==> config.mk <==
export PLATFORM = sky130hd
export DESIGN_NAME = frame_ring_fifo
export DESIGN_NICKNAME = d
export VERILOG_FILES = /design/src/rtl/frame_fifo_pkg.sv /design/src/rtl/frame_fifo_ctr.sv /design/src/rtl/frame_fifo_ram.sv /design/src/rtl/frame_ring_fifo.sv
export SDC_FILE = /design/constraint.sdc
export NUM_CORES = 2
export LEC_CHECK = 0
export BUFFER_PORTS_ARGS = -buffer_cell sky130_fd_sc_hd__buf_2
export CAP_MARGIN = 10
export CELL_PAD_IN_SITES_DETAIL_PLACEMENT = 0
export CELL_PAD_IN_SITES_GLOBAL_PLACEMENT = 1
export CORE_MARGIN = 2
export CORE_UTILIZATION = 35
export CTS_CLUSTER_SIZE = 8
export DETAILED_ROUTE_END_ITERATION = 6
export GPL_TIMING_DRIVEN = 0
export PLACE_DENSITY = 0.58
export SLEW_MARGIN = 20
export SYNTH_ARGS = -nofsm -noshare
export SYNTH_HDL_FRONTEND = slang
export SYNTH_HIERARCHICAL = 1
export SYNTH_SLANG_ARGS = --single-unit
==> constraint.sdc <==
create_clock -name clk -period 8.2 [get_ports clk]
set_input_delay 1.23 -clock clk [delete_from_list [all_inputs] [get_ports clk]]
set_output_delay 1.23 -clock clk [all_outputs]
set_load 0.01 [all_outputs]
==> src/rtl/frame_fifo_pkg.sv <==
package frame_fifo_pkg;

    typedef enum logic [1:0] {
        SEL_WPTR  = 2'd0,
        SEL_RPTR  = 2'd1,
        SEL_FSTOR = 2'd2,
        SEL_FREAD = 2'd3
    } cnt_sel_e;

    typedef struct packed {
        logic ovf;
        logic udf;
        logic ferr;
        logic rvalid;
    } stat_t;

    function automatic int unsigned byte_ptr_w(input bit narrow);
        return narrow ? 9 : 13;
    endfunction

    function automatic int unsigned frame_cnt_w(input bit narrow);
        return narrow ? 4 : 5;
    endfunction

endpackage

==> src/rtl/frame_fifo_ctr.sv <==
module frame_fifo_ctr #(
    parameter int unsigned W = 9
) (
    input  logic         clk,
    input  logic         rst_n,
    input  logic         clr,
    input  logic         inc,
    input  logic         ld,
    input  logic [W-1:0] ld_val,
    output logic [W-1:0] q
);
    logic [W-1:0] cnt_d, cnt_q;

    always_comb begin
        cnt_d = cnt_q;
        if (clr) begin
            cnt_d = '1;
        end else if (ld) begin
            cnt_d = ld_val;
        end else if (inc) begin
            cnt_d = cnt_q + 1'b1;
        end
    end

    always_ff @(posedge clk or negedge rst_n) begin
        if (!rst_n) begin
            cnt_q <= '1;
        end else begin
            cnt_q <= cnt_d;
        end
    end

    assign q = cnt_q;
endmodule

==> src/rtl/frame_fifo_ram.sv <==
module frame_fifo_ram #(
    parameter int unsigned AW = 9,
    parameter int unsigned DW = 8
) (
    input  logic          clk,
    input  logic          we,
    input  logic [AW-1:0] waddr,
    input  logic [DW-1:0] wdata,
    input  logic          re,
    input  logic [AW-1:0] raddr,
    output logic [DW-1:0] rdata
);
    localparam int unsigned DEPTH = 1 << AW;

    logic [DW-1:0] mem [DEPTH];
    logic [DW-1:0] rdata_q;

    always_ff @(posedge clk) begin
        if (we) begin
            mem[waddr] <= wdata;
        end
        if (re) begin
            rdata_q <= mem[raddr];
        end
    end

    assign rdata = rdata_q;
endmodule

==> src/rtl/frame_ring_fifo.sv <==
module frame_ring_fifo
    import frame_fifo_pkg::*;
#(
    parameter bit          D_CHANNEL = 1'b1,
    parameter int unsigned DATA_W    = 8,
    parameter int unsigned HOST_W    = 16
) (
    input  logic              clk,
    input  logic              rst_n,
    input  logic              sw_rst,
    input  logic              wr_en,
    input  logic [DATA_W-1:0] wr_data,
    input  logic              wr_eof,
    input  logic              rd_en,
    input  logic              rd_frame_done,
    output logic [DATA_W-1:0] rd_data,
    output logic              rd_valid,
    output logic              empty,
    output logic              frame_avail,
    output logic              overflow,
    output logic              underflow,
    output logic              frame_err,
    input  logic              host_we,
    input  logic [1:0]        host_sel,
    input  logic [HOST_W-1:0] host_wdata,
    output logic [HOST_W-1:0] host_rdata
);
    localparam int unsigned ZW = byte_ptr_w(D_CHANNEL);
    localparam int unsigned FW = frame_cnt_w(D_CHANNEL);

    logic [ZW-1:0] wptr, rptr, wptr_nx;
    logic [FW-1:0] fstor, fread;
    logic          full, is_empty, has_frame;
    logic          wr_ok, rd_ok, fread_inc, fstor_inc;
    logic          ld_wptr, ld_rptr, ld_fstor, ld_fread;
    cnt_sel_e      sel;
    stat_t         st_d, st_q;
    logic          unused_host_hi;

    assign sel            = cnt_sel_e'(host_sel);
    assign unused_host_hi = ^host_wdata[HOST_W-1:ZW];

    assign wptr_nx   = wptr + 1'b1;
    assign full      = (wptr_nx == rptr);
    assign is_empty  = (wptr == rptr);
    assign has_frame = (fstor != fread);

    assign wr_ok     = wr_en && !full && !sw_rst;
    assign rd_ok     = rd_en && !is_empty && !sw_rst;
    assign fstor_inc = wr_ok && wr_eof;
    assign fread_inc = rd_ok && rd_frame_done && has_frame;

    assign ld_wptr  = host_we && (sel == SEL_WPTR);
    assign ld_rptr  = host_we && (sel == SEL_RPTR);
    assign ld_fstor = host_we && (sel == SEL_FSTOR);
    assign ld_fread = host_we && (sel == SEL_FREAD);

    frame_fifo_ctr #(.W(ZW)) u_wptr (
        .clk(clk), .rst_n(rst_n), .clr(sw_rst), .inc(wr_ok),
        .ld(ld_wptr), .ld_val(host_wdata[ZW-1:0]), .q(wptr)
    );
    frame_fifo_ctr #(.W(ZW)) u_rptr (
        .clk(clk), .rst_n(rst_n), .clr(sw_rst), .inc(rd_ok),
        .ld(ld_rptr), .ld_val(host_wdata[ZW-1:0]), .q(rptr)
    );
    frame_fifo_ctr #(.W(FW)) u_fstor (
        .clk(clk), .rst_n(rst_n), .clr(sw_rst), .inc(fstor_inc),
        .ld(ld_fstor), .ld_val(host_wdata[FW-1:0]), .q(fstor)
    );
    frame_fifo_ctr #(.W(FW)) u_fread (
        .clk(clk), .rst_n(rst_n), .clr(sw_rst), .inc(fread_inc),
        .ld(ld_fread), .ld_val(host_wdata[FW-1:0]), .q(fread)
    );

    frame_fifo_ram #(.AW(ZW), .DW(DATA_W)) u_ram (
        .clk(clk), .we(wr_ok), .waddr(wptr), .wdata(wr_data),
        .re(rd_ok), .raddr(rptr), .rdata(rd_data)
    );

    always_comb begin
        st_d        = st_q;
        st_d.rvalid = rd_ok;
        if (wr_en && full) begin
            st_d.ovf = 1'b1;
        end
        if (rd_en && is_empty) begin
            st_d.udf = 1'b1;
        end
        if (rd_ok && rd_frame_done && !has_frame) begin
            st_d.ferr = 1'b1;
        end
        if (sw_rst) begin
            st_d = '0;
        end
    end

    always_ff @(posedge clk or negedge rst_n) begin
        if (!rst_n) begin
            st_q <= '0;
        end else begin
            st_q <= st_d;
        end
    end

    always_comb begin
        unique case (sel)
            SEL_WPTR:  host_rdata = {{(HOST_W-ZW){1'b0}}, wptr};
            SEL_RPTR:  host_rdata = {{(HOST_W-ZW){1'b0}}, rptr};
            SEL_FSTOR: host_rdata = {{(HOST_W-FW){1'b0}}, fstor};
            default:   host_rdata = {{(HOST_W-FW){1'b0}}, fread};
        endcase
    end

    assign rd_valid    = st_q.rvalid;
    assign empty       = is_empty;
    assign frame_avail = has_frame;
    assign overflow    = st_q.ovf;
    assign underflow   = st_q.udf;
    assign frame_err   = st_q.ferr;
endmodule

== Word-level counts from Yosys, hierarchy flattened ==
Memories as Yosys holds them, arrays and structs flattened. A register that Yosys moved wholly into a read port is not among the register bits.
Index checks and enable logic that the tools add are counted.

* Register bits: 30
* RAM bits: 4096
* Input bits: 34
* Logic and storage cells: 64
* Memories kept: 1

* Add/sub/neg operators: 4
* Equal/unequal tests: 6
* Muxes and demuxes: 19
* Reductions and logical operators: 26

{| class="wikitable"
|+ Memory list
! memory !! words !! width !! read ports !! clocked after memory_dff !! write ports !! line !! source
|-
| u_ram.mem || 512 || 8 || 1 || 1 || 1 || frame_fifo_ram.sv:15 || <nowiki>logic [DW-1:0] mem [DEPTH];</nowiki>
|}

{| class="wikitable"
|+ Operator list
! kind !! number
|-
| two-way mux 9 bit || 6
|-
| two-way mux 4 bit || 7
|-
| one-hot mux 9 bit (3 select lines) || 1
|-
| adder 9 x 1 -> 9 bit (second input constant) || 2
|-
| equality test 9 bit || 2
|-
| logical AND 1 bit || 14
|-
| nonzero test 3 bit || 4
|-
| adder 4 x 1 -> 4 bit (second input constant) || 2
|-
| nonzero test 2 bit || 3
|-
| two-way mux 1 bit || 5
|-
| equality test 2 bit (second input constant) || 2
|-
| zero test 1 bit || 4
|-
| inequality test 4 bit || 1
|-
| equality test 2 x 1 -> 1 bit (second input constant) || 1
|-
| zero test 2 bit || 1
|}

== Depth between registers and ports, before layout ==
* Word-level depth: 9
* Depth in mapped cells: 12
* Mapped depth without buffers: 11

== By module ==
Netlist, hierarchy kept.

{| class="wikitable"
|+ By module, submodules not included
! module !! times used !! cells each !! area each (µm²) !! sequential area each (µm²)
|-
| frame_fifo_ram || 1 || 8030 || 160007.2 || 123238.2
|-
| frame_fifo_ctr (u_rptr ...) || 2 || 57 || 595.6 || 236.5
|-
| frame_ring_fifo || 1 || 105 || 844.6 || 100.1
|-
| frame_fifo_ctr (u_fread ...) || 2 || 22 || 255.2 || 105.1
|}

== Least setup slack after synthesis ==
No wires, ideal clock.

* Kind: input-to-output
* Start: input port host_sel[0]
* End: output port host_rdata[3]
* Arrival time: 2234 ps
* Data required time: 6970 ps
* Setup slack: 4736 ps
* Cell stages on the path: 2
* Buffers on the path: 1
* Cell sequence: clkbuf_1 mux4_1

* Longest elaborated chain between the ends: 2

{| class="wikitable"
|+ RTL lines
! what !! line !! source
|-
| start: declaration || frame_ring_fifo.sv:24 || <nowiki>input logic [1:0] host_sel,</nowiki>
|-
| equality test 2 bit (tied with other cells) || frame_ring_fifo.sv:106 || <nowiki>unique case (sel)</nowiki>
|-
| one-hot mux 9 bit (3 select lines) (*) || frame_ring_fifo.sv:106 ||
|-
| end: declaration || frame_ring_fifo.sv:26 || <nowiki>output logic [HOST_W-1:0] host_rdata</nowiki>
|}

Mark *: on every way between the ends. The rest lies on a longest branch, timed or not.

== Worst setup path after layout ==
* Start: register u_rptr.cnt_q[3], in the netlist u_rptr/q[3]
* End: register u_ram.rdata_q[0], in the netlist u_ram/rdata[0] (read register of u_ram.mem) (data pin)

* Longest elaborated chain between the ends: 4

{| class="wikitable"
|+ RTL lines
! what !! line !! source
|-
| start: declaration || frame_fifo_ctr.sv:12 || <nowiki>logic [W-1:0] cnt_d, cnt_q;</nowiki>
|-
| start signal: assignment || frame_fifo_ctr.sv:29 || <nowiki>cnt_q <= cnt_d;</nowiki>
|-
| equality test 9 bit || frame_ring_fifo.sv:45 || <nowiki>assign is_empty = (wptr == rptr);</nowiki>
|-
| zero test 1 bit || frame_ring_fifo.sv:49 || <nowiki>assign rd_ok = rd_en && !is_empty && !sw_rst;</nowiki>
|-
| logical AND 1 bit (2 in series) || frame_ring_fifo.sv:49 ||
|-
| end: declaration || frame_fifo_ram.sv:16 || <nowiki>logic [DW-1:0] rdata_q;</nowiki>
|}

Parallel ways exist; a longest one is shown, timed or not.
A chain may end at the register's enable or synchronous reset.

==> results.txt <==
----------------------------------------------------
[Global routing]
  Total congestion overflow ... 0
  Met1 GRT Util ... 35.9%
  Layer with the highest usage ... met2
  Met2 Resource Use GR ... 40.0%
  First-pass GRT wire length ... 848000 um
  Vias in the first global route ... 90.3k
  Global routing usage summed across all routing layers ... 27.2%
  Pin count of the biggest net entering global routing ... 121
  Met3 track demand over resource in global routing ... 7.89%
  Initial antenna violation count ... 77

[Floorplan]
  Die area ... 0.470 mm2
  Starting utilization of the core area ... 35.1%
  Chip Height ... 685 um
  Core outline area ... 0.463 mm2
  Die W ... 685 um
  Boundary Pins ... 64
  Floorplan row count ... 250

[STA]
  Setup TNS ... 0 ps
  Clk_skew ... 87.7 ps
  Fin. max-slew vios ... 0
  Hold_ws ... 246 ps
  Post-route fraction of the period consumed by the critical path ... 74.2%
  Fin crit period ... 6080 ps
  Worst Max-Slew Pin Slew ... 1260 ps
  Highest Clock Rate ... 0.164 GHz
  Finish-stage setup viols ... 0
  Worst setup slack after layout ... 2120 ps
  Worst slew margin ... 15.8%
  Final Hold Vio Count ... 0
  RSZ-0062 raised after global routing ... no

[Power and ir drop]
  IR Drop Worst-Case VDD ... 243 uV
  Leak pwr ... 0.0636 uW
  Power density over the cells ... 275 mW/mm2

[Synthesis]
  Share of the yosys chip area belonging to registers ... 76.3%
  Area leader, netlist ... sky130_fd_sc_hd__edfxtp_1
  Distinct cell type count of the synthesized netlist ... 76
  Most common cell in the netlist ... sky130_fd_sc_hd__edfxtp_1
  Share of the synthesized area in the top cell type ... 75.8%
  Mapped Avg Cell Area ... 19.6 um2
  Area of the mapped netlist ... 0.163 mm2
  Post-synth EDFFs ... 4104
  Most instantiated cells after synthesis ... 4104 x sky130_fd_sc_hd__edfxtp_1, 812 x sky130_fd_sc_hd__mux2i_1, 657 x sky130_fd_sc_hd__mux4_2, 622 x sky130_fd_sc_hd__nor2_1, 371 x sky130_fd_sc_hd__o221ai_1
  Synthesized instance count ... 8293
  FFs w/ async S/R, synth ... 0.726%
  Number of register bits inferred by synthesis ... 4134
  Total number of yosys warnings ... 6
  Leading register cell type out of synthesis ... sky130_fd_sc_hd__edfxtp_1
  Biggest area contributors in the synthesized netlist ... sky130_fd_sc_hd__edfxtp_1 76%, sky130_fd_sc_hd__mux4_2 9.1%, sky130_fd_sc_hd__mux2i_1 5.0%, sky130_fd_sc_hd__o221ai_1 2.0%, sky130_fd_sc_hd__nor2_1 1.4%

[Finish]
  Final Instance Count excl. Fillers ... 15.4k
  Share of post-route cells with drive strength above 1 ... 21.9%
  Area growth, synth to finish ... 17.4%
  Number of filler cells placed in the layout ... 40.7k
  Layout Cell Area excl Fill ... 0.191 mm2
  Final Net Count ... 9135

[Clocking]
  Setup fix buffers added after clock tree synthesis ... 0
  Clk sinks ... 4134
  Number of buffers between clock root and the deepest sink ... 4
  Worst-path clk slew ... 50 ps
  CTS buffer count ... 590
  Clock tree from TritonCTS ... yes
  Root Buffer Master ... sky130_fd_sc_hd__clkbuf_16
  # resized after CTS ... 0
  Post-CTS Hold Fix Bufs ... 0
  Latest clock arrival within the worst-skew pair ... 1100 ps
  Clock H-tree levels ... 6

[Setup path]
  Biggest cell delay along the critical path ... 990 ps
  Type of element launching the critical path ... flip-flop
  Cell Chain, Critical Path ... clkbuf_1 > buf_2 > nor2_1 > nand2_1 > clkbuf_1 > nor3_1 > nor4_1 > o311ai_0 > nor4_1 > o2111a_1
  Kind of end point of the critical path ... flip-flop
  Maximum fanout encountered on the critical timing path ... 10
  Worst path required time ... 9020 ps
  Data arrival time of the worst path ... 6900 ps
  Slowest library cell on the worst path ... sky130_fd_sc_hd__nor4_1
  WS Path Type ... flip-flop to flip-flop

[Placement]
  Quantity of I/O buffers inserted on ports ... 49
  Setup Slack @ Placement ... 2430 ps
  Number of placed cells counting well taps ... 14.7k
  Half-perimeter wire length after detailed placement ... 470000 um
  Post-Place Cell Area ... 0.175 mm2
  Final GP Congestion ... 0.996

[Routing]
  Via-per-instance ratio ... 6.16
  Routed length per instance ... 42.4 um
  First-pass DRT Iterations ... 6
  Number of vias after detailed routing ... 94.8k
  Initial detailed-routing violation count ... 16.5k
  ANT nets after route ... 0
  Routed WL ... 653000 um
  Drc violations ... 0

[Worst hold path]
  Kind of path behind the tightest hold check ... primary input to asynchronous set/reset pin

[Outcome]
  Run status ... finished clean

[Run]
  MaxCap Viol Count ... 0

----------------------------------------------------
## report_power, final
group | switching (uW) | leakage, uW | total [uW] | internal [uW]
Combinational | 5010 | 0.0186 | 7080 | 2070
Clock | 8990 | 0.00784 | 21900 | 12900
Sequential | 83.8 | 0.0372 | 23400 | 23300
Total | 14100 | 0.0636 | 52400 | 38300
## through the flow
stage          utilization, %  power (uW)
6_report                 41.2       52400
3_3_place_gp             36.8       30500
2_1_floorplan               -       26800
5_1_grt                  41.2       53400
3_5_place_dp             37.7       30700
4_1_cts                  41.2       52400
## critical path, delay by kind of cell, from the launching register on
kind | cells | cell delay [ps]
AND/OR/NAND/NOR | 5 | 2500
buffers and inverters | 3 | 1750
AO/OA/AOI/OAI | 2 | 940
flip-flops | 1 | 630
## cell usage in the layout (no fill, tap or decap), types with 19 or more instances in the layout
master                      count
sky130_fd_sc_hd__o22ai_1      163
sky130_fd_sc_hd__buf_4         88
sky130_fd_sc_hd__nand4_1       39
sky130_fd_sc_hd__mux2i_1      812
sky130_fd_sc_hd__nor3_1       115
sky130_fd_sc_hd__nand2_1      122
sky130_fd_sc_hd__buf_8         20
sky130_fd_sc_hd__buf_16        83
sky130_fd_sc_hd__diode_2       46
sky130_fd_sc_hd__a211oi_1      19
sky130_fd_sc_hd__buf_2        138
sky130_fd_sc_hd__buf_6         72
sky130_fd_sc_hd__clkbuf_2     149
sky130_fd_sc_hd__nor4_1        31
sky130_fd_sc_hd__mux4_2       657
sky130_fd_sc_hd__buf_12        61
sky130_fd_sc_hd__clkbuf_1     132
sky130_fd_sc_hd__nand3_1       42
sky130_fd_sc_hd__a22oi_1       61
sky130_fd_sc_hd__o221ai_1     371
sky130_fd_sc_hd__dfstp_2       26
sky130_fd_sc_hd__and2_1        24
sky130_fd_sc_hd__nor2_1       617
sky130_fd_sc_hd__edfxtp_1    4104
sky130_fd_sc_hd__clkbuf_16    595
sky130_fd_sc_hd__a21oi_1      205
sky130_fd_sc_hd__o21ai_0      105
## layout make-up
class,count,area (um2),area share (%)
repair buffers,205,3890,2.04
flip-flops and latches,4134,124000,65.0
multi-input cells,3626,35600,18.6
clock buffers,619,15000,7.86
diodes,46,115,0.0603
inverters,6,22.5,0.0118
well taps,6174,7720,4.05
clock inverters,58,1120,0.588
plain buffers,533,3340,1.75
## per-layer routing
metal / vias to the layer above / wire, um
li1: 35900 / -
met1: 50600 / 245000
met2: 6850 / 284000
met3: 1410 / 79700
met4: 44 / 44500
met5: - / 288
## state kept, by name, summed over array words and instances, names as in the netlist
name	cells
u_fstor/q	4
u_wptr/q	9
u_fread/q	4
overflow	1
rd_valid	1
u_rptr/q	9
frame_err	1
underflow	1
u_ram/rdata	8
u_ram/mem	4096
## kinds of logic (layout without fill, tap and decap cells)
family,count (synthesis),count (layout),share of synthesized area (%)
xor+xnor,23,23,0.124
fa+ha+maj,5,5,0.0385
mux,1474,1474,14.1
compound gates,1024,1024,4.48
simple gates,1093,1093,3.01
buf+inv,539,1421,1.91
flops,4134,4134,76.3
other cells,1,53,0.00231
## worst paths after layout
check | slack [ps] | start | to | depth (start not counted)
hold reg to reg | 500 | underflow | underflow | 2
setup reg to reg | 2120 | u_rptr/q[3] | u_ram/rdata[0] | 10
setup / recovery | 2120 | u_rptr/q[3] | u_ram/rdata[0] | 10
hold / removal | 250 | rst_n | underflow | 1
min in group clk | 450 | rd_en | underflow | 3
max in group asynchronous | 7460 | rst_n | overflow | 1
(Power assumes the default switching activity.)
